[src/rtl/swa_pkg.sv]
package swa_pkg;
    typedef enum logic [1:0] {
        ST_IDLE = 2'd0,
        ST_RUN  = 2'd1,
        ST_DONE = 2'd2
    } swa_state_e;
endpackage

[src/rtl/swa_slice_add.sv]
module swa_slice_add #(
    parameter int SL_W = 8
) (
    input  logic [SL_W-1:0] a,
    input  logic [SL_W-1:0] b,
    input  logic            cin,
    output logic [SL_W-1:0] sum,
    output logic            cout,
    output logic            c_top_in
);
    generate
        if (SL_W == 1) begin : g_single_bit
            assign c_top_in = cin;
            assign sum      = a ^ b ^ cin;
            assign cout     = (a[0] & b[0]) | (a[0] & cin) | (b[0] & cin);
        end else begin : g_multi_bit
            // lower SL_W-1 bits plus their carry into the top bit
            logic [SL_W-1:0] low;
            logic            top_sum;
            assign low      = {1'b0, a[SL_W-2:0]} + {1'b0, b[SL_W-2:0]}
                            + {{(SL_W-1){1'b0}}, cin};
            assign c_top_in = low[SL_W-1];
            assign top_sum  = a[SL_W-1] ^ b[SL_W-1] ^ c_top_in;
            assign cout     = (a[SL_W-1] & b[SL_W-1]) | (a[SL_W-1] & c_top_in)
                            | (b[SL_W-1] & c_top_in);
            assign sum      = {top_sum, low[SL_W-2:0]};
        end
    endgenerate
endmodule

[src/rtl/swa_ctrl.sv]
module swa_ctrl
    import swa_pkg::*;
#(
    parameter int NSL = 4
) (
    input  logic clk,
    input  logic rst_n,
    input  logic start,
    output logic load,
    output logic step,
    output logic last,
    output logic done_o
);
    localparam int CW = (NSL > 1) ? $clog2(NSL) : 1;

    swa_state_e    st_q, st_d;
    logic [CW-1:0] cnt_q;

    // next-state logic
    always_comb begin
        st_d = st_q;
        unique case (st_q)
            ST_IDLE: if (start) st_d = ST_RUN;                 // load
            ST_RUN:  if (cnt_q == CW'(NSL-1)) st_d = ST_DONE;  // last, else step
            ST_DONE: st_d = ST_IDLE;                           // retire
            default: st_d = ST_IDLE;
        endcase
    end

    // state register and slice counter
    always_ff @(posedge clk or negedge rst_n) begin
        if (!rst_n) begin
            st_q  <= ST_IDLE;
            cnt_q <= '0;
        end else begin
            st_q <= st_d;
            if (st_q == ST_IDLE && start)
                cnt_q <= '0;
            else if (st_q == ST_RUN)
                cnt_q <= cnt_q + 1'b1;
        end
    end

    // outputs
    always_comb begin
        load   = (st_q == ST_IDLE) && start;
        step   = (st_q == ST_RUN);
        last   = (st_q == ST_RUN) && (cnt_q == CW'(NSL-1));
        done_o = (st_q == ST_DONE);
    end

    // done lasts a single cycle
    a_r3_done_single: assert property (@(posedge clk) disable iff (!rst_n)
        done_o |=> !done_o);
    // the last slice is followed by done
    a_r3_done_after_last: assert property (@(posedge clk) disable iff (!rst_n)
        last |=> done_o);
    // a running operation advances one slice per cycle, start or not
    a_r8_run_advances: assert property (@(posedge clk) disable iff (!rst_n)
        (step && !last) |=> (st_q == ST_RUN && cnt_q == $past(cnt_q) + 1'b1));
endmodule

[src/rtl/serial_wide_adder.sv]
module serial_wide_adder #(
    parameter int OP_W = 32,
    parameter int SL_W = 8
) (
    input  logic            clk,
    input  logic            rst_n,
    input  logic            start,
    input  logic            sub_i,
    input  logic            signed_i,
    input  logic [OP_W-1:0] op_a,
    input  logic [OP_W-1:0] op_b,
    output logic [OP_W-1:0] sum_o,
    output logic            done_o,
    output logic            carry_o,
    output logic            ovf_o,
    output logic            zero_o
);
    localparam int NSL = OP_W / SL_W;

    initial begin
        if (NSL * SL_W != OP_W || SL_W < 1)
            $error("OP_W must be a whole multiple of SL_W");
    end

    logic            load, step, last;
    logic [OP_W-1:0] a_q, b_q, res_q, res_d;
    logic            cy_q, zacc_q, sub_q, sgn_q;
    logic            carry_q, ovf_q, zero_q;
    logic [SL_W-1:0] s_b, s_sum;
    logic            s_cout, s_ctop, s_zero;

    swa_ctrl #(.NSL(NSL)) u_ctrl (
        .clk    (clk),
        .rst_n  (rst_n),
        .start  (start),
        .load   (load),
        .step   (step),
        .last   (last),
        .done_o (done_o)
    );

    assign s_b = sub_q ? ~b_q[SL_W-1:0] : b_q[SL_W-1:0];

    swa_slice_add #(.SL_W(SL_W)) u_slice (
        .a        (a_q[SL_W-1:0]),
        .b        (s_b),
        .cin      (cy_q),
        .sum      (s_sum),
        .cout     (s_cout),
        .c_top_in (s_ctop)
    );

    assign s_zero = (s_sum == '0);

    generate
        if (NSL == 1) begin : g_one_slice
            assign res_d = s_sum;
        end else begin : g_many_slices
            assign res_d = {s_sum, res_q[OP_W-1:SL_W]};
        end
    endgenerate

    always_ff @(posedge clk or negedge rst_n) begin
        if (!rst_n) begin
            a_q     <= '0;
            b_q     <= '0;
            res_q   <= '0;
            cy_q    <= 1'b0;
            zacc_q  <= 1'b0;
            sub_q   <= 1'b0;
            sgn_q   <= 1'b0;
            carry_q <= 1'b0;
            ovf_q   <= 1'b0;
            zero_q  <= 1'b0;
        end else if (load) begin
            a_q    <= op_a;
            b_q    <= op_b;
            cy_q   <= sub_i;
            zacc_q <= 1'b1;
            sub_q  <= sub_i;
            sgn_q  <= signed_i;
        end else if (step) begin
            a_q    <= a_q >> SL_W;
            b_q    <= b_q >> SL_W;
            res_q  <= res_d;
            cy_q   <= s_cout;
            zacc_q <= zacc_q & s_zero;
            if (last) begin
                carry_q <= sub_q ? ~s_cout : s_cout;
                ovf_q   <= sgn_q ? (s_ctop ^ s_cout) : (sub_q ? ~s_cout : s_cout);
                zero_q  <= zacc_q & s_zero;
            end
        end
    end

    assign sum_o   = res_q;
    assign carry_o = carry_q;
    assign ovf_o   = ovf_q;
    assign zero_o  = zero_q;

    // first carry-in follows the operation select
    a_r2_first_cin: assert property (@(posedge clk) disable iff (!rst_n)
        load |=> (cy_q == sub_q));
    // unsigned overflow agrees with carry/borrow
    a_r5_unsigned_ovf: assert property (@(posedge clk) disable iff (!rst_n)
        (done_o && !sgn_q) |-> (ovf_o == carry_o));
    // zero flag agrees with the assembled result
    a_r7_zero_flag: assert property (@(posedge clk) disable iff (!rst_n)
        done_o |-> (zero_o == (sum_o == '0)));
    // result holds in the cycle after done
    a_r3_result_hold: assert property (@(posedge clk) disable iff (!rst_n)
        done_o |=> $stable(sum_o));
endmodule

[config.mk]
export PLATFORM = sky130hd
export DESIGN_NAME = serial_wide_adder
export DESIGN_NICKNAME = d
export VERILOG_FILES = /design/src/rtl/swa_pkg.sv /design/src/rtl/swa_slice_add.sv /design/src/rtl/swa_ctrl.sv /design/src/rtl/serial_wide_adder.sv
export SDC_FILE = /design/constraint.sdc
export NUM_CORES = 1
export LEC_CHECK = 0
export BUFFER_PORTS_ARGS = -buffer_cell sky130_fd_sc_hd__buf_2
export CAP_MARGIN = 30
export CORE_ASPECT_RATIO = 1.1
export CORE_UTILIZATION = 50
export CTS_BUF_LIST = sky130_fd_sc_hd__clkbuf_4
export DETAILED_ROUTE_END_ITERATION = 6
export PLACE_DENSITY = 0.86
export REMOVE_ABC_BUFFERS = 1
export SYNTH_ARGS = -nofsm -noshare
export SYNTH_HDL_FRONTEND = slang
export SYNTH_SLANG_ARGS = --single-unit
[constraint.sdc]
create_clock -name clk -period 3.1 [get_ports clk]
set_input_delay 0.155 -clock clk [delete_from_list [all_inputs] [get_ports clk]]
set_output_delay 0.155 -clock clk [all_outputs]
set_load 0.03 [all_outputs]
==> reports/qor.yml, run 1 <==
global_routing:
  grt_start_max_net_pins: 65
  global_router_s_overall_resource_usage_pct: 24.1
  grt_pass1_vias: 3946
  grt_pass1_wl_um: 18000
  grt_overflow: 0
  antenna_violations_before_repair: 0
floorplanning:
  floorplan.die.height_um: 103
  total_die_area_sq_um: 9750
  floorplan.initialDensity_pct: 52.2
  core_area_sq_um: 8960
  die_width_um: 94.3
  fp-row-count: 36
  top_level_port_count: 105
worst_setup_path:
  path_class: "reg2reg"
  r2r_cells: 12
  most_used_cell_along_the_critical_path: "a21oi_2"
  cpMaxStageDelayCell: "dfrtp_2"
  crit_arrival_ns: 3.34
  cp.required_ns: 3.48
  timing.reg2reg.setup_slack_ns: 0.14
  setup.worst_path.start_class: "register"
  critical_path.cell_chain: "buf_4, xor2_1, ha_1, a21o_1, a21oi_2, a21oi_2, or2_2, fa_1, nor3_1, nand3_1, nand4b_1, o21ai_1"
  critPathCaptureType: "register"
  cpPeakStageDelay_ns: 0.49
  path_max_fanout: 7
  worstReg2RegEnd: "zero_o$_DFFE_PN0P_"
  worst_r2r_startpoint: "sub_q$_DFFE_PN0P_"
timing:
  maxSlewViolCount: 0
  setup-tns-final_ns: 0
  fmax_mhz: 338
  final_setup_margin_ns: 0.142
  share_of_the_clock_period_used_by_the_worst_path_pct: 95.4
  hold_viol_final: 0
  finalHoldWorstSlack_ns: 0.120
  worst_clock_skew_ns: 0.0151
  final.min_clock_period_ns: 2.96
  worst_pin_slew_ns: 0.695
  max-slew-margin-rel_pct: 53.6
  setup_viol: 0
cts:
  clk_pin_slew_ns: 0.15
  clock_path_buffers: 2
  cts_root_buf: "clkbuf_4"
  clock_latency_ns: 0.45
  cts-htree-levels: 3
  tritoncts: "done"
  tritoncts.num_buffers: 9
  cts.sink_count: 107
yosys:
  synth_area_sq_um: 4680
  synthArstFlopShare_pct: 100
  postSynth.topFlopCell: "dfrtp_1"
  yosys.cell_count.top_type: "nand2_1"
  synth.yosys.seq_area_share_pct: 57.2
  ys_ff_latch: 107
  synth_commonest_cells: "nand2_1, dfrtp_1, a22oi_1"
  synth.area.top_cells: "dfrtp_1, nand2_1, a22oi_1, o21ai_0, ha_1"
  synth_enable_flop_cells: 0
  netlist_instances: 497
  synth.top_cell.area_share_pct: 57.2
  synth.avg_cell_area_sq_um: 9.42
  ys.warnings.count: 0
  synth.lib_cells_used.distinct: 31
  yosysTopAreaCell: "dfrtp_1"
routing:
  vias: 4007
  ant_nets: 0
  drt-pass1-iter-count: 5
  wirelength_um: 11400
  post-route-drc-count: 0
  avgRoutedWirePerCell_um: 14.6
  vias_per_cell: 5.15
  dr.first_iter.drc_count: 252
placement:
  placedInstanceArea_sq_um: 5330
  port_buffers: 104
  gp_routability_congestion: 0.793
  post_detailed_placement_half_perimeter_wirelength_um: 6820
  place_ws_ns: 0.0622
power_and_ir_drop:
  power_per_cell_area_nw_per_um2: 1100
  vdd_drop_max_uv: 498
  power_leakage_nw: 3.19
cells_and_area:
  postLayoutCellArea_sq_um: 6160
  drive_above_1_share_pct: 21.5
  synth_to_final_area_change_pct: 31.6
  nets: 738
  num_antenna_cells: 0
  postLayoutCoreUtil_pct: 68.7
worst_hold_path:
  path_category_of_the_worst_min_delay_check: "in2async"
outcome:
  outcome: "finished, final reports clean"
job:
  timing.max_cap.violations: 0
## cells by family (layout without fill, tap and decap cells)
group | Yosys count | count (layout) | share of synthesized area, %
XOR/XNOR | 16 | 16 | 2.99
AO/OA/AOI/OAI | 90 | 90 | 13.0
multiplexers | 1 | 1 | 0.241
buffers and inverters | 36 | 203 | 3.64
adder cells (fa/ha/maj) | 10 | 10 | 3.15
AND/OR/NAND/NOR | 237 | 237 | 19.7
flip-flops | 107 | 107 | 57.2
## repair_timing
action                                  4_1_cts  5_1_grt
endpoints found under the setup margin        0        2
hold endpoints to repair                    149        0
setup buffers                                 0        1
hold buffers                                 67        0
resized for setup                             0        4
## worst max path at each step
stage | start | endpoint | depth (start not counted)
floorplan | u_ctrl.st_q[1]$_DFFE_PN0P_ | u_ctrl.cnt_q[0]$_DFFE_PN0P_ | 4
global placement | sub_q$_DFFE_PN0P_ | zero_o$_DFFE_PN0P_ | 11
detailed placement | sub_q$_DFFE_PN0P_ | zero_o$_DFFE_PN0P_ | 11
CTS | sub_q$_DFFE_PN0P_ | zero_o$_DFFE_PN0P_ | 11
global route | sub_q$_DFFE_PN0P_ | zero_o$_DFFE_PN0P_ | 12
finish | sub_q$_DFFE_PN0P_ | zero_o$_DFFE_PN0P_ | 12
## cell type report
type | count | area, sq um
fillers | 710 | 2810
flip-flops and latches | 107 | 2680
multi-input cells | 354 | 1870
repair buffers | 182 | 1310
well taps | 114 | 143
clock inverters | 7 | 68.8
clock buffers | 9 | 67.6
inverters | 5 | 18.8
## through the flow
| step | power [mW] | std cells |
|---|---|---|
| 6_report | 6.78 | 778 |
| 5_1_grt | 7.30 | 778 |
| 4_1_cts | 6.72 | 777 |
| 3_5_place_dp | 5.95 | 694 |
| 3_3_place_gp | 5.73 | 692 |
| 2_1_floorplan | 4.95 | 466 |
## sequential cells by signal (all words and copies together), names as in the netlist
name and count:
a_q 32, b_q 32, sum_o 32, u_ctrl.cnt_q 2
u_ctrl.st_q 2, carry_o 1, cy_q 1, ovf_o 1
sgn_q 1, sub_q 1, zacc_q 1, zero_o 1
## placed cells by master (no fill, tap or decap), types with 2 or more instances in the layout
| cell | n |
|---|---|
| clkinv_4 | 3 |
| xor2_1 | 8 |
| ha_1 | 7 |
| nor2b_1 | 2 |
| buf_2 | 103 |
| a21o_1 | 3 |
| dfrtp_1 | 106 |
| clkinv_1 | 2 |
| a21oi_2 | 3 |
| inv_1 | 5 |
| fa_1 | 3 |
| or2_2 | 2 |
| xnor2_1 | 7 |
| nand2b_1 | 2 |
| clkbuf_4 | 9 |
| nor3_1 | 3 |
| o21ai_0 | 27 |
| a22oi_1 | 47 |
| nand2_1 | 222 |
| a221o_1 | 2 |
| buf_4 | 10 |
| dlygate4sd3_1 | 67 |
| o21ai_1 | 3 |
## layer usage
metal | vias up | track usage, % | share of wire [%]
met4 | 0 | 9.35 | 2.5
met3 | 29 | 4.02 | 4.7
met2 | 137 | 43.6 | 53
met5 | - | 0 | 0
li1 | 1955 | - | -
met1 | 1886 | 28.7 | 40
## where the power goes
group | internal (mW) | total, mW | leakage (nW) | switching [mW]
Sequential | 2.03 | 2.42 | 1.36 | 0.389
Clock | 0.245 | 0.704 | 0.0749 | 0.459
Combinational | 1.35 | 3.66 | 1.76 | 2.31
Total | 3.63 | 6.78 | 3.19 | 3.15
## critical path: cells and delay by family, from the launching register on
kind | cells | cell delay, ns
AND/OR/NAND/NOR | 4 | 0.78
adder cells (fa/ha/maj) | 2 | 0.65
AO/OA/AOI/OAI | 4 | 0.62
flip-flops | 1 | 0.49
buffers and inverters | 1 | 0.19
XOR/XNOR | 1 | 0.17
(Power assumes the default switching activity.)
==> run 2: changes to the inputs <==
MAX_ROUTING_LAYER = met4   (was unset)
RECOVER_POWER = 100   (was unset)
==> run 2 against run 1 <==
- sequential share of layout area is 0.53 points higher
- count of clock-buffer cells in the layout stayed put
- total power is 1.3% lower
- worst hold slack better by 0.27 ns
- die area stayed put
- final cell count stayed put
- clock skew is 0.0026 ns higher
- first-iteration DRC count is 12% lower
- sequential power hardly changed
- critical endpoint unchanged
==> reports/qor.yml, run 2 (synthesized netlist as in run 1, its figures left out) <==
timing:
  maxSlewViolCount: 0
  hold_viol_final: 0
  setup_viol: 0
  fmax_mhz: 338
  share_of_the_clock_period_used_by_the_worst_path_pct: 95.6
  final_setup_margin_ns: 0.137
  worst_pin_slew_ns: 1.30
  worst_clock_skew_ns: 0.0177
  max-slew-margin-rel_pct: 13.4
  final.min_clock_period_ns: 2.96
  setup-tns-final_ns: 0
global_routing:
  grt.met2_usage_pct: 43.7
  grt_most_used_layer: "met2"
  global_router_s_overall_resource_usage_pct: 24.8
  groute.layer.met3.usage_pct: 3.51
  grt_pass1_vias: 3948
  grt_overflow: 0
  met1_usage_pct: 28.9
  grt_pass1_wl_um: 18000
  grt_start_max_net_pins: 65
  antenna_violations_before_repair: 0
worst_setup_path:
  cpPeakStageDelay_ns: 0.49
  path_max_fanout: 7
  most_used_cell_along_the_critical_path: "a21oi_2"
  path_class: "reg2reg"
  cpMaxStageDelayCell: "dfrtp_2"
  crit_arrival_ns: 3.35
  critical_path.cell_chain: "buf_4, xor2_1, ha_1, a21o_1, a21oi_2, a21oi_2, or2_2, fa_1, nor3_1, nand3_1, nand4b_1, o21ai_1"
  cp.required_ns: 3.48
  critPathCaptureType: "register"
  setup.worst_path.start_class: "register"
routing:
  wirelength_um: 11400
  vias: 4002
  avgRoutedWirePerCell_um: 14.7
  ant_nets: 0
  drt-pass1-iter-count: 5
  vias_per_cell: 5.14
  dr.first_iter.drc_count: 221
  post-route-drc-count: 0
placement:
  post_detailed_placement_half_perimeter_wirelength_um: 6820
  port_buffers: 104
  placedInstanceArea_sq_um: 5330
  gp_routability_congestion: 0.804
  place_ws_ns: 0.0622
floorplanning:
  fp-row-count: 36
  total_die_area_sq_um: 9750
  floorplan.initialDensity_pct: 52.2
  die_width_um: 94.3
  floorplan.die.height_um: 103
  top_level_port_count: 105
  core_area_sq_um: 8960
cells_and_area:
  synth_to_final_area_change_pct: 30.0
  most_frequent_standard_cell_in_the_layout_excluding_fill_and_tap_cells: "nand2_1"
  num_antenna_cells: 0
  postLayoutCellArea_sq_um: 6080
  nets: 738
  drive_above_1_share_pct: 15.1
  final_cell_mix: "nand2_1, dfrtp_1, dlygate4sd3_1, buf_2, a22oi_1"
  fillCellCount: 729
outcome:
  outcome: "finished, final reports clean"
cts:
  tritoncts.num_buffers: 9
  cts.sink_count: 107
  cts_root_buf: "clkbuf_4"
  clk_pin_slew_ns: 0.17
  tritoncts: "done"
  clock_latency_ns: 0.46
  cts-htree-levels: 3
  clock_path_buffers: 2
job:
  timing.max_cap.violations: 0
power_and_ir_drop:
  vdd_drop_max_uv: 500
  power_per_cell_area_nw_per_um2: 1100
  power_leakage_nw: 3.05
worst_hold_path:
  path_category_of_the_worst_min_delay_check: "in2reg"
run 2: cell types whose count changed in the layout (fill, tap and decap cells not counted), sizes merged:
cell	delta
clkbuf	+42
buf	-43
dlymetal6s2s	+1
run 2: area by class of cell:
class	count	area [sq um]	area share, %
repair buffers	182	1240	20.3
inverters	5	18.8	0.308
multi-input cells	354	1870	30.7
clock inverters	7	68.8	1.13
flip-flops and latches	107	2680	44.0
well taps	114	143	2.34
clock buffers	9	67.6	1.11
run 2: repair_timing:
action / 4_1_cts / 5_1_grt
endpoints found under the hold margin: 149 / 0
hold buffers: 67 / 0
buffers inserted: 0 / 1
setup endpoints to repair: 0 / 2
resized for setup: 0 / 4
run 2: critical path: cells and delay by family, from the launching register on:
family / cells / cell delay [ns]
adder cells (fa/ha/maj): 2 / 0.65
AND/OR/NAND/NOR: 4 / 0.78
XOR/XNOR: 1 / 0.17
AO/OA/AOI/OAI: 4 / 0.62
flip-flops: 1 / 0.49
buffers and inverters: 1 / 0.19
run 2: routing by layer:
layer | part of all wire, % | routed length, um
met1 | 40 | 4600
met2 | 53 | 5990
met3 | 4.7 | 535
met4 | 2.4 | 278
met5 | 0 | 0
run 2: report_power, final:
part,internal (mW),switching [mW]
clock,0.244,0.462
combinational,1.26,2.30
sequential,2.03,0.397
total,3.54,3.15
run 2: worst paths after layout:
check | from | end | slack, ns | cells past startpoint
max | sub_q$_DFFE_PN0P_ | zero_o$_DFFE_PN0P_ | 0.14 | 12
min | start | b_q[7]$_DFFE_PN0P_ | 0.39 | 5
max in group asynchronous | rst_n | a_q[23]$_DFFE_PN0P_ | 1.12 | 4
min reg2reg | sum_o[7]$_DFFE_PN0P_ | sum_o[7]$_DFFE_PN0P_ | 0.49 | 2
max reg2reg | sub_q$_DFFE_PN0P_ | zero_o$_DFFE_PN0P_ | 0.14 | 12
min in group asynchronous | rst_n | sum_o[6]$_DFFE_PN0P_ | 0.45 | 2
run 2: metrics by stage:
| step | cells | util, % | hold slack [ns] | power [mW] |
|---|---|---|---|---|
| CTS | 777 | 68.4 | 0.105 | 6.72 |
| global route | 778 | 67.9 | 0.398 | 7.21 |
| global placement | 692 | 58.9 | 0.357 | 5.73 |
| detailed placement | 694 | 59.4 | 0.0612 | 5.95 |
| finish | 778 | 67.9 | 0.386 | 6.69 |
| floorplan | 466 | - | -0.141 | 4.95 |
